<file path="src/rtl/sp_pkg.sv">
package sp_pkg;
  typedef enum logic [1:0] {
    PTR_HOLD = 2'd0,
    PTR_LOAD = 2'd1,
    PTR_UP   = 2'd2,
    PTR_DN   = 2'd3
  } ptr_op_e;
endpackage

</file>
<file path="src/rtl/sp_op_sel.sv">
module sp_op_sel
  import sp_pkg::*;
(
  input  logic    step_up,
  input  logic    step_dn,
  input  logic    load_hi,
  input  logic    load_lo,
  output ptr_op_e op
);
  // loads win, then up, then down
  always_comb begin
    if (load_hi || load_lo) op = PTR_LOAD;
    else if (step_up)       op = PTR_UP;
    else if (step_dn)       op = PTR_DN;
    else                    op = PTR_HOLD;
  end
endmodule

</file>
<file path="src/rtl/sp_ptr_reg.sv">
module sp_ptr_reg
  import sp_pkg::*;
#(
  parameter int DIGIT_W = 3,
  localparam int PTR_W = 2 * DIGIT_W
) (
  input  logic               clk,
  input  logic               rst_n,
  input  ptr_op_e            op,
  input  logic               load_hi,
  input  logic               load_lo,
  input  logic [DIGIT_W-1:0] imm,
  output logic [PTR_W-1:0]   ptr
);
  logic [DIGIT_W-1:0] hi_q, lo_q, hi_d, lo_d;

  always_comb begin
    hi_d = hi_q;
    lo_d = lo_q;
    unique case (op)
      PTR_LOAD: begin
        if (load_hi) hi_d = imm;
        if (load_lo) lo_d = imm;
      end
      PTR_UP:   lo_d = lo_q + DIGIT_W'(1);
      PTR_DN:   lo_d = lo_q - DIGIT_W'(1);
      default:  ;
    endcase
  end

  always_ff @(posedge clk or negedge rst_n) begin
    if (!rst_n) begin
      hi_q <= '0;
      lo_q <= '0;
    end else begin
      hi_q <= hi_d;
      lo_q <= lo_d;
    end
  end

  assign ptr = {hi_q, lo_q};
endmodule

</file>
<file path="src/rtl/sp_regfile.sv">
module sp_regfile #(
  parameter int ADDR_W = 6,
  parameter int DATA_W = 8,
  localparam int DEPTH = 1 << ADDR_W
) (
  input  logic              clk,
  input  logic              rst_n,
  input  logic [ADDR_W-1:0] addr,
  input  logic              wr_en,
  input  logic [DATA_W-1:0] wr_data,
  output logic [DATA_W-1:0] rd_data
);
  logic [DATA_W-1:0] mem_q [DEPTH];

  for (genvar g = 0; g < DEPTH; g++) begin : g_row
    always_ff @(posedge clk or negedge rst_n) begin
      if (!rst_n)                                    mem_q[g] <= '0;
      else if (wr_en && (addr == ADDR_W'(g)))        mem_q[g] <= wr_data;
    end
  end

  assign rd_data = mem_q[addr];
endmodule

</file>
<file path="src/rtl/sp_loop_test.sv">
module sp_loop_test #(
  parameter int DIGIT_W = 3
) (
  input  logic [DIGIT_W-1:0] lo_digit,
  output logic               loop_ok
);
  assign loop_ok = ~(&lo_digit);
endmodule

</file>
<file path="src/rtl/sp_bank_ptr.sv">
module sp_bank_ptr
  import sp_pkg::*;
#(
  parameter int DIGIT_W = 3,
  parameter int DATA_W  = 8,
  localparam int PTR_W  = 2 * DIGIT_W
) (
  input  logic               clk,
  input  logic               rst_n,
  input  logic               step_up_i,
  input  logic               step_dn_i,
  input  logic               load_hi_i,
  input  logic               load_lo_i,
  input  logic [DIGIT_W-1:0] imm_i,
  input  logic               wr_en_i,
  input  logic [DATA_W-1:0]  wr_data_i,
  output logic [DATA_W-1:0]  rd_data_o,
  output logic [PTR_W-1:0]   ptr_o,
  output logic               loop_ok_o
);
  ptr_op_e op;

  sp_op_sel u_sel (
    .step_up (step_up_i),
    .step_dn (step_dn_i),
    .load_hi (load_hi_i),
    .load_lo (load_lo_i),
    .op      (op)
  );

  sp_ptr_reg #(.DIGIT_W(DIGIT_W)) u_ptr (
    .clk     (clk),
    .rst_n   (rst_n),
    .op      (op),
    .load_hi (load_hi_i),
    .load_lo (load_lo_i),
    .imm     (imm_i),
    .ptr     (ptr_o)
  );

  // write address is the pre-edge pointer, so a step in the same cycle does not move the write
  sp_regfile #(.ADDR_W(PTR_W), .DATA_W(DATA_W)) u_rf (
    .clk     (clk),
    .rst_n   (rst_n),
    .addr    (ptr_o),
    .wr_en   (wr_en_i),
    .wr_data (wr_data_i),
    .rd_data (rd_data_o)
  );

  sp_loop_test #(.DIGIT_W(DIGIT_W)) u_loop (
    .lo_digit (ptr_o[DIGIT_W-1:0]),
    .loop_ok  (loop_ok_o)
  );
endmodule

</file>
<file path="config.mk">
export PLATFORM = sky130hd
export DESIGN_NAME = sp_bank_ptr
export DESIGN_NICKNAME = d
export VERILOG_FILES = /design/src/rtl/sp_pkg.sv /design/src/rtl/sp_op_sel.sv /design/src/rtl/sp_ptr_reg.sv /design/src/rtl/sp_regfile.sv /design/src/rtl/sp_loop_test.sv /design/src/rtl/sp_bank_ptr.sv
export SDC_FILE = /design/constraint.sdc
export NUM_CORES = 1
export LEC_CHECK = 0
export CAP_MARGIN = 15
export CORE_MARGIN = 3
export CORE_UTILIZATION = 65
export DETAILED_ROUTE_END_ITERATION = 16
export PLACE_DENSITY = 0.89
export SLEW_MARGIN = 0
export SYNTH_ARGS = -nofsm -noshare
export SYNTH_HDL_FRONTEND = slang
export SYNTH_HIERARCHICAL = 1
export SYNTH_SLANG_ARGS = --single-unit
</file>
<file path="constraint.sdc">
create_clock -name clk -period 4.29 [get_ports clk]
set_input_delay 0.429 -clock clk [delete_from_list [all_inputs] [get_ports clk]]
set_output_delay 0.429 -clock clk [all_outputs]
set_load 0.05 [all_outputs]
</file>
==> impl_results.md <==
- Mapped Nets: 1,524
- Violated checks: hold timing
- Avg Cell Area, Syn: between 15 and 20 um^2
- Setup TNS: 0 ns
- Yosys warns: 6
- Cell row count: 69
- Fin nets: 1,534
- Ys async rst share: 100%
- RSZ-0062 raised after global routing: no
- Type of origin of the critical path: flop
- Post-CTS Resized: 0
- Fin. max-slew vios: 0
- Htree depth: 2
- Most frequent cells in the layout: 516 x dfrtp_1, 450 x mux2_2, 128 x mux4_2
- Die height: between 150 and 200 um
- CP Data Arrival Time: 3.63 ns
- Total grt overflow: 0
- Yosys top cell area share: 55.0%
- Pre-Repair DR Iteration Count: 5
- CTS Root Cell: clkbuf_16
- #FFs+latches synth: ~520
- Crit path max-delay family: flip-flops
- Clk buf depth: 3
- Port Buffer Count: 32
- Max_cap viols: 0
- Tightest Pin Transition: 1.10 ns
- Crit path max fanout: 54
- Core Util, Final: between 70% and 80%
- TritonCTS buffer count: 50
- Critical path class: reg2out
- Core Area: 35,700 um^2
- Synth area leaders: dfrtp_1 55%, mux2_2 22%, mux4_2 12%
- Achievable Freq: between 200 and 250 MHz
- Layout area overhead: 10.9%
- CP bufs+invs: 2
- Synth Cell Area: 23,500 um^2
- Ant. Diodes: 0
- Post-synth top flop: dfrtp_1
- Hold Worst Slack: -0.0245 ns
- Setup bufs post-CTS: 0
- CTS clock-pin slew for the worst setup and hold paths: about 0.06 ns
- Io pins: 33
- Final HPWL DP: around 34 mm
- Post-synthesis sequential area ratio: 55.0%
- Hold Buf Count CTS: 0
- Distinct cells, synth: 41
- R2R Path Start: u_ptr/lo_q[2]
- Clock sink count: 518
- Crit. Startpoint: u_ptr/lo_q[1]
- Die ar.: 38,500 um^2
- Worst Hold Class: in2async
- Final wirelength: roughly 57 mm
- Post-synth top area cell: dfrtp_1
- Normalized max-slew margin: between 20% and 30%
- Wire per inst: ~28 um
- Crit share post-route: 94.5%
- Global-route wire length before repair: 89.3 mm
- DRT iter0 DRCs: 1,307
- Worst path slowest cell: dfrtp_4
- Min cycle time layout: approximately 4 ns
- Vias post-DR: 14,000
- Number of synthesized flops with an enable pin: 0
- Max incr delay on CP: about 0.99 ns
- Crit path cell chain: buf_12 > mux4_2 > a22oi_1 > a21oi_1 > or4_1 > buf_4
- GPL Wtd Cong: 0.867
- Worst skew pair latency: 0.58 ns
- Starting Density: 66.0%
- Final Setup Violations: 0
- Initial antenna violation count: 1
- Worst vdd ir: roughly 0.38 mV
- Max Clock Skew: between 0.01 and 0.015 ns
- Most common cell after layout, fill and taps aside: dfrtp_1
- Largest net degree at the start of global routing: 130
- CTS tree: yes
- CP required: 3.86 ns
- Power density cells: 659 nW/um^2
- LEAKAGE: approximately 12 nW
- Fin. Hold Viols: 20
- Post-Syn Instances: 1,505
- Outcome: finished, violations left
- Crit. End Element: output port
- Vias/cell: 6.95
- Antenna-violating nets left: 0
- Residual DRC: 0
- Vias in the first global route: 15,000
- Share of cells above drive strength 1: ~48%
- Die W: about 200 um
- GRT Total Usage: between 30% and 40%
[kinds of logic after synthesis]
family	share of synthesized area, %
muxes	37.0
DFF	55.0
buffers and inverters	2.17
and+or+nand+nor	2.65
AOI/OAI and AO/OA	3.01
xor gates and xnor gates	0.0372
adders and majority gates	0.0850
[final timing paths]
| check | depth (start not counted) | slack, ns | to |
|---|---|---|---|
| max | 6 | 0.24 | rd_data_o[1] |
| min | 1 | -0.02 | u_rf/mem_q[180] |
| max reg2reg | 6 | 0.89 | u_rf/mem_q[196] |
| min reg2reg | 1 | 0.49 | u_rf/mem_q[135] |
| max in group asynchronous | 2 | 3.23 | u_rf/mem_q[478] |
| min in group clk | 2 | 0.36 | u_rf/mem_q[332] |
[layout make-up]
cell class                      instances  area, um^2
Clock buffer                           79        1530
Clock inverter                          9         120
Fill cell                            2091        9550
Inverter                                1        3.75
Multi-Input combinational cell        869       10100
Sequential cell                       518       13000
Tap cell                              461         577
Timing Repair Buffer                   75         821
[through the flow]
stage | std cells | power [mW] | instance area [um^2] | setup slack, ns
after floorplan | 1505 | 11.2 | 23500 | 1.06
after global placement | 1917 | 12.3 | 24300 | 0.844
after detailed placement | 1917 | 12.7 | 24300 | 0.856
after CTS | 2005 | 17.2 | 26000 | 0.233
after global routing | 2012 | 18.0 | 26100 | 0.131
final | 2012 | 17.2 | 26100 | 0.235
[flip-flops by register name (all words and copies together), names as in the netlist]
name        cells
u_ptr/hi_q      3
u_ptr/lo_q      3
u_rf/mem_q    512
[synth_stat cells, types with 2 or more instances]
| library cell | instances |
|---|---|
| dfrtp_1 | 518 |
| mux2_2 | 450 |
| mux4_2 | 128 |
| clkbuf_1 | 79 |
| a22oi_1 | 64 |
| mux2_1 | 62 |
| nand2_1 | 45 |
| a21oi_1 | 33 |
| nor2_2 | 21 |
| buf_1 | 16 |
| buf_2 | 13 |
| nand3_1 | 9 |
| or4_1 | 8 |
| nor2_1 | 7 |
| nand2b_1 | 6 |
| buf_6 | 5 |
| nor3_1 | 5 |
| buf_4 | 4 |
| mux2_4 | 3 |
| nand3b_1 | 3 |
| and2_1 | 2 |
| and3_1 | 2 |
| mux2i_1 | 2 |
| nor2b_1 | 2 |
| or2_2 | 2 |
[report_power, final]
group / leakage (nW) / internal [mW] / total (mW) / switching [mW]
registers: 6.85 / 6.79 / 7.93 / 1.14
logic: 4.35 / 2.79 / 4.86 / 2.06
clock network: 0.816 / 2.62 / 4.42 / 1.80
[layer usage]
metal	share of wire [%]	GRT usage (%)
met1	39	41.7
met5	0.023	0
met2	49	48.1
met3	7.8	6.67
met4	3.7	11.1
(Power assumes the default switching activity.)
